===== src/rtl/uart_irq_pkg.sv =====
`timescale 1ns/1ps
package uart_irq_pkg;
    localparam int unsigned NUM_SRC = 4;

    typedef logic [NUM_SRC-1:0] src_vec_t;

    typedef struct packed {
        src_vec_t raw;
        src_vec_t mask;
    } irq_state_t;
endpackage


===== src/rtl/uart_irq_core.sv =====
`timescale 1ns/1ps
module uart_irq_core
    import uart_irq_pkg::*;
(
    input  logic     clk,
    input  logic     rst_n,
    input  src_vec_t evt,
    input  src_vec_t clr,
    input  logic     mask_we,
    input  src_vec_t mask_wdata,
    output src_vec_t raw,
    output src_vec_t mask,
    output src_vec_t pend,
    output logic     irq
);
    irq_state_t st_d, st_q;

    always_comb begin
        st_d = st_q;
        for (int i = 0; i < NUM_SRC; i++) begin
            // event wins over a simultaneous clear
            st_d.raw[i] = evt[i] | (st_q.raw[i] & ~clr[i]);
        end
        if (mask_we) begin
            st_d.mask = mask_wdata;
        end
    end

    always_ff @(posedge clk or negedge rst_n) begin
        if (!rst_n) begin
            st_q.raw  <= '0;
            st_q.mask <= '1;
        end else begin
            st_q <= st_d;
        end
    end

    assign raw  = st_q.raw;
    assign mask = st_q.mask;
    assign pend = st_q.raw & ~st_q.mask;
    assign irq  = |pend;

    generate
        for (genvar g = 0; g < NUM_SRC; g++) begin : g_chk
            p_evt_sets_r2: assert property (@(posedge clk) disable iff (!rst_n)
                evt[g] |=> raw[g]);
            p_clr_drops_r5: assert property (@(posedge clk) disable iff (!rst_n)
                (clr[g] && !evt[g]) |=> !raw[g]);
            p_evt_beats_clr_r7: assert property (@(posedge clk) disable iff (!rst_n)
                (clr[g] && evt[g]) |=> raw[g]);
            p_hold_r10: assert property (@(posedge clk) disable iff (!rst_n)
                (!clr[g] && !evt[g]) |=> $stable(raw[g]));
        end
    endgenerate

    p_mask_store_r4: assert property (@(posedge clk) disable iff (!rst_n)
        mask_we |=> (mask == $past(mask_wdata)));
    p_mask_keep_r9: assert property (@(posedge clk) disable iff (!rst_n)
        !mask_we |=> $stable(mask));
endmodule


===== src/rtl/uart_irq_rdmux.sv =====
`timescale 1ns/1ps
module uart_irq_rdmux
    import uart_irq_pkg::*;
#(
    parameter int unsigned DATA_W   = 32,
    parameter int unsigned ADDR_W   = 8,
    parameter int unsigned PEND_OFS = 'h30,
    parameter int unsigned RAW_OFS  = 'h34,
    parameter int unsigned MASK_OFS = 'h38
) (
    input  logic [ADDR_W-1:0] addr,
    input  src_vec_t          raw,
    input  src_vec_t          mask,
    input  src_vec_t          pend,
    output logic [DATA_W-1:0] rdata
);
    localparam int unsigned PAD_W = DATA_W - NUM_SRC;

    src_vec_t sel_d;

    always_comb begin
        if (addr == ADDR_W'(PEND_OFS)) begin
            sel_d = pend;
        end else if (addr == ADDR_W'(RAW_OFS)) begin
            sel_d = raw;
        end else if (addr == ADDR_W'(MASK_OFS)) begin
            sel_d = mask;
        end else begin
            sel_d = '0;
        end
    end

    assign rdata = {{PAD_W{1'b0}}, sel_d};
endmodule


===== src/rtl/uart_irq_agg.sv =====
`timescale 1ns/1ps
module uart_irq_agg
    import uart_irq_pkg::*;
#(
    parameter int unsigned DATA_W   = 32,
    parameter int unsigned ADDR_W   = 8,
    parameter int unsigned PEND_OFS = 'h30,
    parameter int unsigned RAW_OFS  = 'h34,
    parameter int unsigned MASK_OFS = 'h38
) (
    input  logic              clk,
    input  logic              rst_n,
    input  logic [3:0]        src_evt,
    input  logic              bus_wr,
    input  logic [ADDR_W-1:0] bus_addr,
    input  logic [DATA_W-1:0] bus_wdata,
    output logic [DATA_W-1:0] bus_rdata,
    output logic              irq_out
);
    src_vec_t clr_d, raw_q, mask_q, pend_q;
    logic     mask_we_d;
    logic     wr_pend_d;
    logic     unused_hi;

    assign unused_hi = ^bus_wdata[DATA_W-1:NUM_SRC];

    always_comb begin
        wr_pend_d = bus_wr && (bus_addr == ADDR_W'(PEND_OFS));
        mask_we_d = bus_wr && (bus_addr == ADDR_W'(MASK_OFS));
        clr_d     = wr_pend_d ? bus_wdata[NUM_SRC-1:0] : '0;
    end

    uart_irq_core u_core (
        .clk        (clk),
        .rst_n      (rst_n),
        .evt        (src_evt),
        .clr        (clr_d),
        .mask_we    (mask_we_d),
        .mask_wdata (bus_wdata[NUM_SRC-1:0]),
        .raw        (raw_q),
        .mask       (mask_q),
        .pend       (pend_q),
        .irq        (irq_out)
    );

    uart_irq_rdmux #(
        .DATA_W   (DATA_W),
        .ADDR_W   (ADDR_W),
        .PEND_OFS (PEND_OFS),
        .RAW_OFS  (RAW_OFS),
        .MASK_OFS (MASK_OFS)
    ) u_rdmux (
        .addr  (bus_addr),
        .raw   (raw_q),
        .mask  (mask_q),
        .pend  (pend_q),
        .rdata (bus_rdata)
    );

    p_all_masked_quiet_r8: assert property (@(posedge clk) disable iff (!rst_n)
        (&mask_q) |-> !irq_out);
    p_unmasked_raw_irq_r10: assert property (@(posedge clk) disable iff (!rst_n)
        (|(raw_q & ~mask_q)) |-> irq_out);
    p_no_pend_write_r6: assert property (@(posedge clk) disable iff (!rst_n)
        (!wr_pend_d && src_evt == '0) |=> $stable(raw_q));
endmodule


===== config.mk =====
export PLATFORM = sky130hd
export DESIGN_NAME = uart_irq_agg
export DESIGN_NICKNAME = d
export VERILOG_FILES = /design/src/rtl/uart_irq_pkg.sv /design/src/rtl/uart_irq_core.sv /design/src/rtl/uart_irq_rdmux.sv /design/src/rtl/uart_irq_agg.sv
export SDC_FILE = /design/constraint.sdc
export NUM_CORES = 1
export LEC_CHECK = 0
export ABC_AREA = 1
export BUFFER_PORTS_ARGS = -buffer_cell sky130_fd_sc_hd__buf_2
export CAP_MARGIN = 40
export CORE_MARGIN = 3
export CORE_UTILIZATION = 36
export DETAILED_ROUTE_END_ITERATION = 6
export PLACE_DENSITY = 0.9
export SLEW_MARGIN = 20
export SYNTH_ARGS = -nofsm -noshare
export SYNTH_HDL_FRONTEND = slang
export SYNTH_HIERARCHICAL = 1
export SYNTH_SLANG_ARGS = --single-unit

===== constraint.sdc =====
create_clock -name clk -period 1.2 [get_ports clk]
set_clock_uncertainty 0.05 [all_clocks]
set_input_delay 0.18 -clock clk [delete_from_list [all_inputs] [get_ports clk]]
set_output_delay 0.18 -clock clk [all_outputs]
set_load 0.02 [all_outputs]

==> key figures <==
Finish
  – Syn-to-layout area delta: 36.4%
  – Ratio of cells with drive above 1 in the final layout: 0.470
  – Nets: 216
  – Number of diodes: 0

Timing
  – Highest Clock Rate: 0.680 GHz
  – Post-route setup TNS: -1.10 ns
  – RSZ-0062 raised after global routing: true
  – Minimum clock period: ~1.5 ns
  – Slack of the critical path: -0.270 ns
  – Hold_ws: 0.0627 ns
  – Final setup violation count: 5
  – Period utilisation layout: 1.22
  – Slew Viols, Final: 0
  – Fin. Hold Viols: 0

Floorplan
  – Top Ports: 80
  – Site Rows: 16
  – Core area: 2080 um^2
  – Chip Width: 54.4 um
  – Die area: 2960 um^2
  – Starting Density: 0.404
  – Die H: roughly 54 um

Logic synthesis
  – Synth top area share: 0.250
  – Post-synthesis sequential area ratio: 0.244
  – Synth area leader: buf_4
  – Synthesized netlist cell count: 125
  – Warnings from Yosys: 6
  – #FFs+latches synth: 8
  – Avg Synthesized Cell Area: 6.74 um^2
  – Unique masters post-synth: 17
  – Area of the mapped netlist: 842 um^2
  – Top cells by area, synth: buf_4, dfstp_2, dfrtp_1

Worst setup path
  – Worst endpoint required time: 0.97 ns
  – Crit path arrival time: 1.24 ns
  – CP endpoint kind: primary output
  – Crit-path max FO: 2
  – Crit path kind: reg2out
  – Startpoint types: register

Clock tree
  – Clk_lat worst skew: 0.25 ns
  – H-tree levels: 1
  – Root buffer cell: clkbuf_4
  – CTS max path bufs: 2
  – CTS tree: done
  – CTS buffer count: 3
  – Clock tree sinks: 8
  – Clock transition at path regs: 0.06 ns

Global routing
  – GRT Resource Usage Total: 0.124
  – Largest net degree at the start of global routing: 9
  – Remaining Overflow, GRT: 0
  – First-pass GRT wire length: 2.67 mm
  – Vias in the first global route: 685
  – Initial antenna violation count: 0

Place
  – Placement Setup Slack: -0.110 ns
  – DPL Wire Length: approximately 1.4 mm
  – Port buffer count: 23
  – Final GP Congestion: 0.756

Drt
  – Detail Route Antenna Nets: 0
  – Drt first pass iters: 4
  – WL per Instance: 9.76 um
  – Vias per cell: approximately 4.0
  – Iter 0 DRT Violations: 11
  – Via count: between 700 and 800
  – DRT Wirelength: 1.90 mm
  – Remaining routing DRC violations: 0

Worst hold path
  – Class of the worst hold path: in2reg

Power and ir drop
  – Leak pwr: 0.714 nW
  – Max IR drop VDD: 0.000473 V
  – Pwr Density: approximately 700 nW/um^2

Run status
  – Outcome: finished with violations
  – Failing checks: setup timing

Flow run
  – Max_cap viols: 0
state kept, by name (all words and copies together) (netlist names):
register,count
u_core/raw,4
u_core/mask,4
cell type report:
cell class | instances | area (um^2)
sequential | 8 | 205
multi-input combinational | 90 | 497
inverter | 26 | 97.6
fill | 194 | 933
tap | 27 | 33.8
clock buffer | 4 | 26.3
timing repair buffer | 40 | 289
per-stage QoR:
stage	total power [mW]	cell area (um^2)	util	instances
floorplan	0.526	946	-	152
detailed placement	0.543	972	0.467	184
global placement	0.537	972	0.467	184
CTS	0.825	1130	0.541	196
global route	0.886	1150	0.552	195
finish	0.828	1150	0.552	195
cell families after synthesis:
group | count (synthesis) | share of synthesized area
buffers and inverters | 54 | 0.366
and+or+nand+nor | 53 | 0.321
AOI/OAI and AO/OA | 9 | 0.0654
DFF | 8 | 0.244
other | 1 | 0.00445
cell usage after synthesis:
cell type  number
and2_2          1
buf_4          28
conb_1          1
dfrtp_1         4
dfstp_2         4
inv_1          26
nand2_1        18
nand2_2         4
nand3_1        12
nand3_2         1
nor2_1          7
nor2_2          3
nor2_8          1
nor3_1          5
nor3_2          1
o21ai_0         5
o21bai_1        4
timing repair:
action / CTS / global route
setup buffers: 7 / 1
endpoints found under the hold margin: 8 / 0
gates resized for setup: 26 / 10
endpoints found under the setup margin: 5 / 6
pin swaps: 10 / 5
hold buffers: 1 / 0
metal layers:
| metal | global-route usage | vias to the layer above | part of all wire |
|---|---|---|---|
| met4 | 0.0788 | 0 | 0.011 |
| met5 | 0 | - | 0 |
| met2 | 0.213 | 23 | 0.55 |
| met1 | 0.137 | 338 | 0.38 |
| li1 | - | 408 | - |
| met3 | 0.0272 | 3 | 0.051 |
final timing paths:
path | from | endpoint | slack (ns) | cells after the start
worst max-delay path | u_core/mask[3] | bus_rdata[3] | -0.27 | 5
worst min-delay path | src_evt[0] | u_core/raw[0] | 0.06 | 2
worst max register to register | u_core/mask[0] | u_core/mask[0] | 0.05 | 5
worst min register to register | u_core/raw[2] | u_core/raw[2] | 0.51 | 2
max in group asynchronous | rst_n | u_core/mask[0] | 0.62 | 2
min in group asynchronous | rst_n | u_core/raw[0] | 0.24 | 2
where the power goes:
group          internal [mW]  total, mW  switching [mW]
clock                  0.127      0.222          0.0946
sequential             0.290      0.298         0.00792
combinational          0.114      0.308           0.194
total                  0.531      0.828           0.297
critical path: stages, from the launching register on:
cell and delay, ns:
dfstp_2 0.54, o21ai_1 0.08, nor2_1 0.09, nor2_1 0.06, nor2_2 0.09, buf_6 0.12
cell usage in the layout (no fill, tap or decap), types with 2 or more instances in the layout:
cell      count
buf_2        18
buf_4        15
buf_6         5
clkbuf_4      3
conb_1       28
dfrtp_1       4
dfstp_2       4
inv_1        18
inv_2         8
nand2_1      13
nand2_2       7
nand2_4       2
nand3_1       6
nand3_2       7
nor2_1        5
nor2_2        4
nor3_1        5
o21ai_0       3
o21bai_1      4
Note: power is estimated with default switching activity, not from simulation.
